$ cat src/rtl/int_divider.sv
module int_divider #(
  parameter int W = 16
) (
  input  logic         clk,
  input  logic         rst_n,
  input  logic         start,
  input  logic         signed_op,
  input  logic         wide_op,
  input  logic [W-1:0] dividend_hi,
  input  logic [W-1:0] dividend_lo,
  input  logic [W-1:0] divisor,
  output logic         busy,
  output logic         done,
  output logic [W-1:0] quotient,
  output logic [W-1:0] remainder,
  output logic         div_zero,
  output logic         overflow
);
  localparam int CW = $clog2(W) + 1;
  localparam logic [CW-1:0] LAST = CW'(W - 1);
  localparam logic [W-1:0] MIN_MAG = {1'b1, {(W-1){1'b0}}};

  logic [2*W-1:0] num_full, num_mag;
  logic [W-1:0]   dvs_mag;
  logic           num_neg, dvs_neg;

  assign num_full = wide_op   ? {dividend_hi, dividend_lo} :
                    signed_op ? {{W{dividend_lo[W-1]}}, dividend_lo} :
                                {{W{1'b0}}, dividend_lo};
  assign num_neg  = signed_op & num_full[2*W-1];
  assign dvs_neg  = signed_op & divisor[W-1];
  assign num_mag  = num_neg ? -num_full : num_full;
  assign dvs_mag  = dvs_neg ? -divisor : divisor;

  logic [W-1:0]  part_q, quo_q, dvs_q;
  logic [CW-1:0] cnt_q;
  logic          busy_q, done_q, sgn_q, qneg_q, rneg_q, dz_q, ovfu_q;

  logic [W:0]   trial, diff;
  logic         fits;
  logic [W-1:0] part_nx;

  assign trial   = {part_q, quo_q[W-1]};
  assign diff    = trial - {1'b0, dvs_q};
  assign fits    = trial >= {1'b0, dvs_q};
  assign part_nx = fits ? diff[W-1:0] : trial[W-1:0];

  always_ff @(posedge clk or negedge rst_n) begin
    if (!rst_n) begin
      part_q <= '0;
      quo_q  <= '0;
      dvs_q  <= '0;
      cnt_q  <= '0;
      busy_q <= 1'b0;
      done_q <= 1'b0;
      sgn_q  <= 1'b0;
      qneg_q <= 1'b0;
      rneg_q <= 1'b0;
      dz_q   <= 1'b0;
      ovfu_q <= 1'b0;
    end else begin
      done_q <= 1'b0;
      if (busy_q) begin
        part_q <= part_nx;
        quo_q  <= {quo_q[W-2:0], fits};
        cnt_q  <= cnt_q + 1'b1;
        if (cnt_q == LAST) begin
          busy_q <= 1'b0;
          done_q <= 1'b1;
        end
      end else if (start) begin
        part_q <= num_mag[2*W-1:W];
        quo_q  <= num_mag[W-1:0];
        dvs_q  <= dvs_mag;
        cnt_q  <= '0;
        busy_q <= 1'b1;
        sgn_q  <= signed_op;
        qneg_q <= num_neg ^ dvs_neg;
        rneg_q <= num_neg;
        dz_q   <= (divisor == '0);
        ovfu_q <= num_mag[2*W-1:W] >= dvs_mag;
      end
    end
  end

  logic sovf;
  assign sovf      = qneg_q ? (quo_q > MIN_MAG) : quo_q[W-1];
  assign busy      = busy_q;
  assign done      = done_q;
  assign quotient  = qneg_q ? -quo_q : quo_q;
  assign remainder = rneg_q ? -part_q : part_q;
  assign div_zero  = dz_q;
  assign overflow  = !dz_q && (ovfu_q || (sgn_q && sovf));

  assert_busy_from_start_R1: assert property (@(posedge clk) disable iff (!rst_n)
    $rose(busy) |-> $past(start));
  assert_done_single_R2: assert property (@(posedge clk) disable iff (!rst_n)
    done |=> !done);
  assert_done_after_busy_R2: assert property (@(posedge clk) disable iff (!rst_n)
    done |-> ($past(busy) && !busy));
  assert_ignore_start_R3: assert property (@(posedge clk) disable iff (!rst_n)
    (busy && start) |=> $stable(dvs_q));
  assert_rem_bound_R4: assert property (@(posedge clk) disable iff (!rst_n)
    (done && !dz_q && !ovfu_q) |-> (part_q < dvs_q));
  assert_cnt_range_R9: assert property (@(posedge clk) disable iff (!rst_n)
    busy |-> (cnt_q < CW'(W)));
endmodule

$ cat config.mk
export PLATFORM = sky130hd
export DESIGN_NAME = int_divider
export DESIGN_NICKNAME = d
export VERILOG_FILES = /design/src/rtl/int_divider.sv
export SDC_FILE = /design/constraint.sdc
export NUM_CORES = 1
export LEC_CHECK = 0
export BUFFER_PORTS_ARGS = -buffer_cell sky130_fd_sc_hd__buf_2
export CAP_MARGIN = 15
export CORE_UTILIZATION = 50
export CTS_CLUSTER_DIAMETER = 50
export DETAILED_ROUTE_END_ITERATION = 10
export PLACE_DENSITY = 0.72
export REMOVE_ABC_BUFFERS = 1
export SLEW_MARGIN = 20
export SYNTH_ARGS = -nofsm -noshare
export SYNTH_HDL_FRONTEND = slang
export SYNTH_SLANG_ARGS = --single-unit
$ cat constraint.sdc
create_clock -name clk -period 3.15 [get_ports clk]
set_clock_uncertainty 0.05 [all_clocks]
set_input_delay 0.1575 -clock clk [delete_from_list [all_inputs] [get_ports clk]]
set_output_delay 0.1575 -clock clk [all_outputs]
set_load 0.03 [all_outputs]
==> qor.yml, run 1 <==
outcome:
  status: "finished clean"
yosys:
  synth-warning-count: 0
  async_flop_share_pct: 100
  syn_inst: 741
  synth_area_leaders: "dfrtp_1 26%, xnor2_1 9.2%, ha_1 8.2%, nand2_1 5.9%, a21oi_1 5.2%"
  synth_edf_count: 0
  yosys_register_bits: 60
  ys_seq_area_share_pct: 25.8
  synth_ff_type: "dfrtp_1"
  yosysTopAreaCellShare_pct: 25.8
  ys_types: 69
  yosysTopAreaCell: "dfrtp_1"
  synth.avg_cell_area_sq_um: 7.84
  syn_area_sq_mm: 0.00581
clock_tree:
  insertion_delay_ns: 0.33
  clk_pin_slew_worst_paths_ns: 0.05
  h-tree-depth: 3
  clkSinkCount: 60
  cts_buffer_depth: 2
  cts_root_buf: "clkbuf_16"
  post_cts_buffers: 0
  numCtsBuffers: 9
  cts_tree: "done"
pwr:
  vdd_drop_max_mv: 0.722
  power_leakage_nw: 3.12
  power_mw: 7.67
  p_per_area_mw_per_mm2: 1110
die:
  die_h_um: 110
  start_util_pct: 51.1
  core_area_sq_mm: 0.0114
  dieArea_sq_mm: 0.0121
  die_w_um: 110
  ioPinCount: 89
  rows: 39
detailed_routing:
  wl_met3_mm: 1.27
  drc: 0
  wl_met2_mm: 7.74
  drt_wl_total_mm: 16.5
  via_per_inst: 5.94
  drtAntennaViolNets: 0
  top_layer: "met4"
  wire_per_inst_um: 16.7
  drt-initial-drc-count: 389
  first_pass_iters: 5
  m1WireLength_mm: 7.24
  vias: 5873
placement:
  place_area_sq_mm: 0.00659
  place_ws_ns: -0.105
  port_buffers: 88
  dpl.hpwl_mm: 12.8
  dp.cells: 973
  place.gp.congestion: 0.936
critical_path:
  critPathLaunchType: "register"
  crit_path_top_delay_cell: "or4_4"
  critPathMaxStageDelay_ns: 0.49
  regToRegEndpoint: "part_q[0]"
  crit_type: "reg -> out"
  reg2regPathDepth: 10
  worstPathRequired_ns: 2.94
  worstPathArrival_ns: 2.82
  timing.rr.start: "quo_q[15]"
  end_kind: "primary output"
  crit_end: "remainder[13]"
  rrSetupSlack_ns: 0.26
  path_cells: "or3_4 -> or3b_1 -> or4_4 -> o41ai_4 -> xnor2_1 -> clkbuf_4"
  critical_path_peak_fanout: 6
  startpoint: "part_q[2]"
sta:
  tightest_slew_ns: 0.879
  relSlewSlack_pct: 41.4
  period_share_pct: 96.2
  hold_violations: 0
  setup_tns_ns: 0
  slew_violations: 0
  min_period_ns: 3.03
  rsz0062_at_grt: "false"
  fin_ws_ns: 0.118
  max_freq_mhz: 330
  whs_ns: 0.125
  setup_viol: 0
job:
  cap_violations: 0
finish:
  fin_cells: 989
  num_antenna_cells: 0
  layout_commonest_cell: "nand2_1"
  syn_to_final_growth_pct: 18.7
  final_cell_area_sq_mm: 0.00690
  fin_util_pct: 60.7
  drive_gt1_share_pct: 20.1
  final_cell_mix: "91 x nand2_1, 87 x buf_2, 61 x xnor2_1, 59 x a21oi_1, 59 x dfrtp_1"
  nets: 934
global_routing:
  grt_pass1_vias: 5361
  grt_overflow_total: 0
  grt_max_degree: 64
  grt_usage_pct: 28.1
  grt_antenna_before_repair: 0
  grt_pass1_wl_mm: 26.2
min_path:
  worstHoldPathType: "in -> reg"
sequential cells by signal (all words and copies together) (netlist names):
register and flops:
ovfu_q 1, sgn_q 1, div_zero 1, dvs_q 16, quo_q 16, rneg_q 1, busy 1, part_q 16
qneg_q 1, done 1, cnt_q 5
cell type report:
type | instances | area, sq um
flip-flops and latches | 60 | 1500
inverters | 41 | 154
fillers | 1019 | 4470
clock buffers | 10 | 229
repair buffers | 128 | 758
well taps | 143 | 179
multi-input cells | 602 | 4020
clock inverters | 5 | 53.8
where the power goes:
part	switching, mW	internal [mW]
combinational	2.96	2.07
sequential	0.515	1.16
clock	0.351	0.604
per-layer routing:
metal	vias up	global-route usage, %
met3	22	7.35
met1	2793	36.7
met5	-	0
met4	0	8.00
met2	212	45.4
li1	2846	-
synth_stat cells, types with 12 or more instances:
cell type,n
nand2_1,91
xnor2_1,61
a21oi_1,60
dfrtp_1,60
o21ai_0,54
nor2_1,52
inv_1,40
ha_1,38
clkbuf_1,27
mux2i_1,23
nor3_1,23
xor2_1,16
o21ai_1,14
o31ai_1,13
nand3_1,12
worst max-delay path, delay by kind of cell, from the launching register on:
| kind | cells | cell delay (ns) |
|---|---|---|
| flip-flops | 1 | 0.45 |
| AO/OA/AOI/OAI | 1 | 0.33 |
| buffers and inverters | 1 | 0.21 |
| XOR/XNOR | 1 | 0.16 |
| AND/OR/NAND/NOR | 3 | 1.35 |
how the worst min path moves through the flow:
stage,start,to,slack [ns],cells after the start
floorplan,rst_n,busy,-0.19,0
global placement,rst_n,quo_q[14],0.27,1
detailed placement,rst_n,done,0.28,1
CTS,divisor[0],dvs_q[0],0.11,3
global route,divisor[15],dvs_q[15],0.13,3
finish,divisor[0],dvs_q[0],0.12,3
repair_timing:
action	in CTS	in global routing
resized for setup	0	4
endpoints found under the setup margin	0	2
hold buffers	1	0
hold endpoints to repair	36	0
cells by family after synthesis:
| group | Yosys count | share of synthesized area (%) |
|---|---|---|
| adder cells (fa/ha/maj) | 39 | 8.53 |
| AND/OR/NAND/NOR | 246 | 20.9 |
| multiplexers | 24 | 4.15 |
| AO/OA/AOI/OAI | 216 | 23.6 |
| buffers and inverters | 79 | 5.34 |
| flip-flops | 60 | 25.8 |
| XOR/XNOR | 77 | 11.6 |
(Power assumes the default switching activity.)
==> run 2, diff against run 1 <==
GPL_TIMING_DRIVEN = 0   (was not set)
==> run 2 against run 1 <==
Compared with the run above:
- via count decreased by 2.4%
- cell count down 3.4%
- routed wire length is 0.24% lower
==> qor.yml, run 2 (same netlist as run 1, synthesis figures left out) <==
outcome:
  status: "finished clean"
sta:
  relSlewSlack_pct: 38.6  # -2.8 points
  rsz0062_at_grt: "false"
  slew_violations: 0  # unchanged
  setup_viol: 0  # unchanged
  whs_ns: 0.118  # -0.00711 ns
  max_freq_mhz: 334  # +1.1%
  period_share_pct: 95.2  # -1.1 points
  min_period_ns: 3.00  # -0.0336 ns
  hold_violations: 0  # unchanged
  tightest_slew_ns: 0.921  # +0.0422 ns
finish:
  reg.largest.list: "dvs_q: 16 flops, part_q: 16 flops, quo_q: 16 flops"
  syn_to_final_growth_pct: 15.0
  nets: 901  # -3.5%
  n_fill_cell: 1047  # +2.7%
  layout_commonest_cell: "nand2_1"
  fin_cells: 955  # -3.4%
  fin_util_pct: 58.8  # -1.9 points
  drive_gt1_share_pct: 18.0  # -2.1 points
  final_cell_mix: "90 x nand2_1, 86 x buf_2, 61 x xnor2_1, 59 x dfrtp_1, 58 x a21oi_1"
  num_antenna_cells: 0  # unchanged
detailed_routing:
  drtAntennaViolNets: 0  # unchanged
  wire_per_inst_um: 17.2  # +3.3%
  drt_wl_total_mm: 16.4  # -0.24%
  via_per_inst: 6.00  # +1.1%
  vias: 5732  # -2.4%
  drc: 0  # unchanged
  drt-initial-drc-count: 528  # +36%
  first_pass_iters: 5  # unchanged
critical_path:
  end_kind: "primary output"
  crit_end: "remainder[13]"
  crit_path_top_delay_cell: "or4_4"
  cp_num_cells: 6  # unchanged
  critical_path_peak_fanout: 6  # unchanged
  critPathMaxStageDelay_ns: 0.48  # about the same
  worstPathRequired_ns: 2.94  # about the same
  startpoint: "part_q[2]"
  rrSetupSlack_ns: 0.24  # -0.02 ns
  timing.rr.start: "quo_q[15]"
  worstPathArrival_ns: 2.79  # -0.03 ns
  reg2regPathDepth: 9  # -1
  critPathBufInv: 1  # unchanged
  critPathLaunchType: "register"
  regToRegEndpoint: "part_q[14]"
  critPathTopFamily: "simple AND/OR/NAND/NOR gates"
  crit_type: "reg -> out"
  path_cells: "or3_1 -> or3b_1 -> or4_4 -> o41ai_2 -> xnor2_1 -> buf_2"
placement:
  dpl.hpwl_mm: 12.1  # -5.8%
  port_buffers: 88  # unchanged
  place.gp.congestion: 0.927  # -0.93%
  dp.cells: 935  # -3.9%
pwr:
  p_per_area_mw_per_mm2: 1140  # +2.2%
  vdd_drop_max_mv: 1.03  # +43%
  power_leakage_nw: 2.96  # -5.0%
die:
  die_w_um: 110  # unchanged
  rows: 39  # unchanged
  core_area_sq_mm: 0.0114  # unchanged
  dieArea_sq_mm: 0.0121  # unchanged
  die_h_um: 110  # unchanged
  ioPinCount: 89  # unchanged
  start_util_pct: 51.1  # unchanged
clock_tree:
  cts_buffer_depth: 2  # unchanged
  numCtsBuffers: 9  # unchanged
  clk_pin_slew_worst_paths_ns: 0.05  # about the same
  cts_root_buf: "clkbuf_16"
  clkSinkCount: 60  # unchanged
  cts_tree: "done"
  insertion_delay_ns: 0.33  # about the same
  h-tree-depth: 3  # unchanged
global_routing:
  grt_max_degree: 61  # -4.7%
  grt_pass1_wl_mm: 25.6  # -2.1%
  grt_usage_pct: 27.5  # -0.57 points
  grt_antenna_before_repair: 0  # unchanged
  grt_pass1_vias: 5173  # -3.5%
  grt_overflow_total: 0  # unchanged
min_path:
  worstHoldPathType: "in -> reg"
job:
  cap_violations: 0  # unchanged
==> run 2: layout make-up <==
cell class | count | area (sq um) | area share, %
multi-input combinational | 603 | 4080 | 61.0
tap | 143 | 179 | 2.68
clock buffer | 11 | 243 | 3.63
clock inverter | 3 | 15.0 | 0.225
sequential | 60 | 1500 | 22.5
inverter | 41 | 154 | 2.30
timing repair buffer | 94 | 513 | 7.67
==> run 2: where the power goes <==
group	total [mW]	internal (mW)	switching, mW
registers	1.71	1.16	0.547
clock network	0.882	0.540	0.342
logic	5.00	2.04	2.96
==> run 2: worst register-to-register path, stage by stage (launching register included) <==
cell and delay, ns:
dfrtp_1 0.42, inv_1 0.17, ha_1 0.27, nor2b_1 0.18
o2111ai_1 0.23, a31o_2 0.34, a21oi_2 0.38, a21oi_2 0.29
a31o_2 0.30, a31oi_1 0.19
==> run 2: how the worst min path moves through the flow <==
stage	start	endpoint	slack, ns	cells after the start
6_report	divisor[0]	dvs_q[0]	0.12	3
5_1_grt	divisor[15]	dvs_q[15]	0.13	3
4_1_cts	divisor[0]	dvs_q[0]	0.11	3
3_5_place_dp	rst_n	div_zero	0.25	1
3_3_place_gp	dvs_q[7]	dvs_q[7]	0.42	2
2_1_floorplan	rst_n	busy	-0.19	0
==> run 2: layer usage <==
layer  track usage, %  wire, um
met3             4.68      1030
met1             38.3      7570
met4             9.81       360
met5                0         0
met2             42.6      7480
==> run 2: what timing repair did <==
item,4_1_cts,5_1_grt
endpoints found under the setup margin,1,15
gates cloned,0,1
resized for setup,7,10
endpoints found under the hold margin,60,0
pin swaps,3,5
hold buffers,1,0
buffers inserted,3,1
==> run 2: stage by stage <==
step                      power [mW]  area [sq um]  setup slack, ns  TNS [ns]
after floorplan                 5.33          5660           -0.260     -3.88
after detailed placement        6.57          6320           -0.828    -0.828
after CTS                       7.50          6630          0.00494         0
after global routing            8.25          6690           0.0109         0
final                           7.59          6690            0.152         0
after global placement          6.37          6270            -1.10    -34.57
==> run 3, diff against run 2 <==
ABC_AREA = 1   (was not set)
CORE_ASPECT_RATIO = 0.5   (was not set)
PLACE_DENSITY = 0.71   (was 0.72)
==> run 3 against run 2 <==
Compared with the run above:
- flip-flop and latch count is the same
- sequential power shrank 6%
- worst setup slack gained 0.17 ns
- non-clock buffer count shrank 4
- count of clock-buffer cells in the layout fell by 1
- critical path depth grew 1
- routed wire length is 17% higher
- cell count grew 30%
- hold slack got worse by 0.021 ns
- largest power group unchanged
==> qor.yml, run 3 <==
critical_path:
  crit_path_top_delay_cell: "dfrtp_2"
  end_kind: "register"
  rrSetupSlack_ns: 0.33  # +0.09 ns
  critPathMaxStageDelay_ns: 0.85  # +0.37 ns
  critPathBufInv: 3  # +2
  crit_type: "reg -> reg"
  regToRegEndpoint: "part_q[4]"
  worstPathRequired_ns: 3.32  # +0.38 ns
  reg2regPathDepth: 7  # -2
  path_cells: "inv_1 -> nand2_4 -> clkinv_4 -> nand3_1 -> nand2_1 -> inv_1 -> nand2_1"
  worstPathArrival_ns: 2.99  # +0.20 ns
  critPathTopFamily: "buffers and inverters"
  timing.rr.start: "busy"
  critPathLaunchType: "register"
  cp_num_cells: 7  # +1
  critical_path_peak_fanout: 42  # +36
detailed_routing:
  drt-initial-drc-count: 462  # -13%
  drc: 0  # unchanged
  via_per_inst: 5.35  # -11%
  first_pass_iters: 5  # unchanged
  drtAntennaViolNets: 0  # unchanged
  drt_wl_total_mm: 19.2  # +17%
  vias: 6652  # +16%
  wire_per_inst_um: 15.4  # -10%
clock_tree:
  h-tree-depth: 3  # unchanged
  insertion_delay_ns: 0.34  # about the same
  cts_buffer_depth: 2  # unchanged
  numCtsBuffers: 9  # unchanged
  cts_root_buf: "clkbuf_16"
  clk_pin_slew_worst_paths_ns: 0.06  # about the same
  cts_tree: "done"
  clkSinkCount: 60  # unchanged
global_routing:
  grt_usage_pct: 30.9  # +3.4 points
  grt_overflow_total: 0  # unchanged
  grt_pass1_wl_mm: 30.7  # +20%
  grt_antenna_before_repair: 0  # unchanged
  grt_max_degree: 56  # -8.2%
  grt_pass1_vias: 6119  # +18%
finish:
  num_antenna_cells: 0  # unchanged
  nets: 1166  # +29%
  reg.largest.list: "dvs_q: 16 flops, part_q: 16 flops, quo_q: 16 flops"
  final_cell_mix: "310 x nand2_1, 161 x inv_1, 101 x nand3_1, 87 x buf_2, 74 x nor2_1"
  syn_to_final_growth_pct: 13.5
  drive_gt1_share_pct: 11.2  # -6.8 points
  fin_cells: 1243  # +30%
  layout_commonest_cell: "nand2_1"
yosys:
  yosysTopAreaCell: "dfrtp_1"
  ys_types: 38  # -45%
  synth_common_cells: "311 x nand2_1, 161 x inv_1, 101 x nand3_1"
  async_flop_share_pct: 100  # unchanged
  synth-warning-count: 0  # unchanged
  yosys_register_bits: 60  # unchanged
  ys_seq_area_share_pct: 24.2  # -1.6 points
  syn_inst: 1001  # +35%
  synth_ff_type: "dfrtp_1"
  yosysTopAreaCellShare_pct: 24.2  # -1.6 points
  synth_edf_count: 0  # unchanged
  synth_area_leaders: "dfrtp_1 24%, nand2_1 19%, inv_1 9.7%, nand3_1 8.2%, ha_1 7.7%"
  syn_area_sq_mm: 0.00620  # +6.7%
  synth.avg_cell_area_sq_um: 6.20  # -21%
  yosysMostFrequentCell: "nand2_1"
die:
  ioPinCount: 89  # unchanged
  die_h_um: 80.8  # -26%
  start_util_pct: 51.9  # +0.80 points
  die_w_um: 160  # +45%
  dieArea_sq_mm: 0.0129  # +6.8%
  rows: 28  # -28%
  core_area_sq_mm: 0.0119  # +5.1%
sta:
  rsz0062_at_grt: "false"
  slew_violations: 0  # unchanged
  tightest_slew_ns: 0.743  # -0.178 ns
  max_freq_mhz: 354  # +6.2%
  period_share_pct: 89.6  # -5.5 points
  setup_tns_ns: 0  # unchanged
  min_period_ns: 2.82  # -0.174 ns
  hold_violations: 0  # unchanged
  relSlewSlack_pct: 50.3  # +12 points
  whs_ns: 0.0966  # -0.0212 ns
  setup_viol: 0  # unchanged
pwr:
  power_leakage_nw: 3.92  # +32%
  vdd_drop_max_mv: 0.815  # -21%
  p_per_area_mw_per_mm2: 1160  # +2.2%
min_path:
  hold_depth: 3  # unchanged
  min_to: "quo_q[10]"
  min_from: "dividend_lo[10]"
  worstHoldPathType: "in -> reg"
outcome:
  status: "finished clean"
placement:
  dp.cells: 1227  # +31%
  dpl.hpwl_mm: 14.9  # +23%
  port_buffers: 88  # unchanged
  place.gp.congestion: 0.925  # -0.25%
job:
  cap_violations: 0  # unchanged
-- run 3: worst max path at each step --
stage | from | end | slack [ns]
after global placement | busy | part_q[4] | -1.89
after floorplan | busy | part_q[4] | -0.10
after global routing | dividend_lo[0] | ovfu_q | 0.10
after detailed placement | wide_op | ovfu_q | -0.21
final | busy | part_q[4] | 0.33
after CTS | busy | part_q[4] | 0.06
-- run 3: per-stage QoR --
stage	power, mW	area [sq um]	worst slack (ns)	util, %
2_1_floorplan	5.56	6050	-0.103	-
3_3_place_gp	7.02	6700	-1.89	56.0
3_5_place_dp	7.10	6740	-0.215	56.4
4_1_cts	8.10	7030	0.0646	58.9
6_report	8.17	7040	0.326	58.9
5_1_grt	8.89	7040	0.102	58.9
-- run 3: logic make-up (layout without fill, tap and decap cells) --
| group | Yosys count | in the layout | synth area share (%) |
|---|---|---|---|
| adder cells (fa/ha/maj) | 39 | 39 | 7.99 |
| flip-flops | 60 | 60 | 24.2 |
| XOR/XNOR | 60 | 60 | 8.47 |
| buffers and inverters | 194 | 271 | 12.5 |
| AO/OA/AOI/OAI | 110 | 110 | 10.2 |
| AND/OR/NAND/NOR | 538 | 538 | 36.6 |
-- run 3: metal layers --
layer	part of all wire [%]	routed length [um]	track usage, %	up-vias
met3	7.1	1360	5.16	31
met2	45	8540	50.8	222
li1	-	-	-	3326
met5	0	0	0	-
met1	47	8920	42.0	3073
met4	1.9	357	9.33	0
-- run 3: final cells by class --
class                   count  area [sq um]
clock inverters             5          53.8
fillers                  1212          4910
inverters                 166           631
repair buffers             90           480
flip-flops and latches     60          1500
clock buffers              10           229
multi-input cells         747          3940
well taps                 165           206
-- run 3: repair_timing --
| item | CTS | global route |
|---|---|---|
| hold buffers | 1 | 0 |
| gates resized for setup | 1 | 2 |
| endpoints found under the setup margin | 22 | 13 |
| hold endpoints to repair | 60 | 0 |
| buffers inserted | 0 | 0 |
| pin swaps | 0 | 0 |
-- run 3: report_power, final --
| part | switching (mW) | internal (mW) |
|---|---|---|
| Sequential | 0.419 | 1.18 |
| Combinational | 3.75 | 1.85 |
| Clock | 0.363 | 0.605 |
| Total | 4.53 | 3.64 |
-- run 3: worst min-delay path, delay by kind of cell --
kind	cells	cell delay (ns)
xor gates and xnor gates	1	0.06
buffers and inverters	1	0.11
AOI/OAI and AO/OA	1	0.11
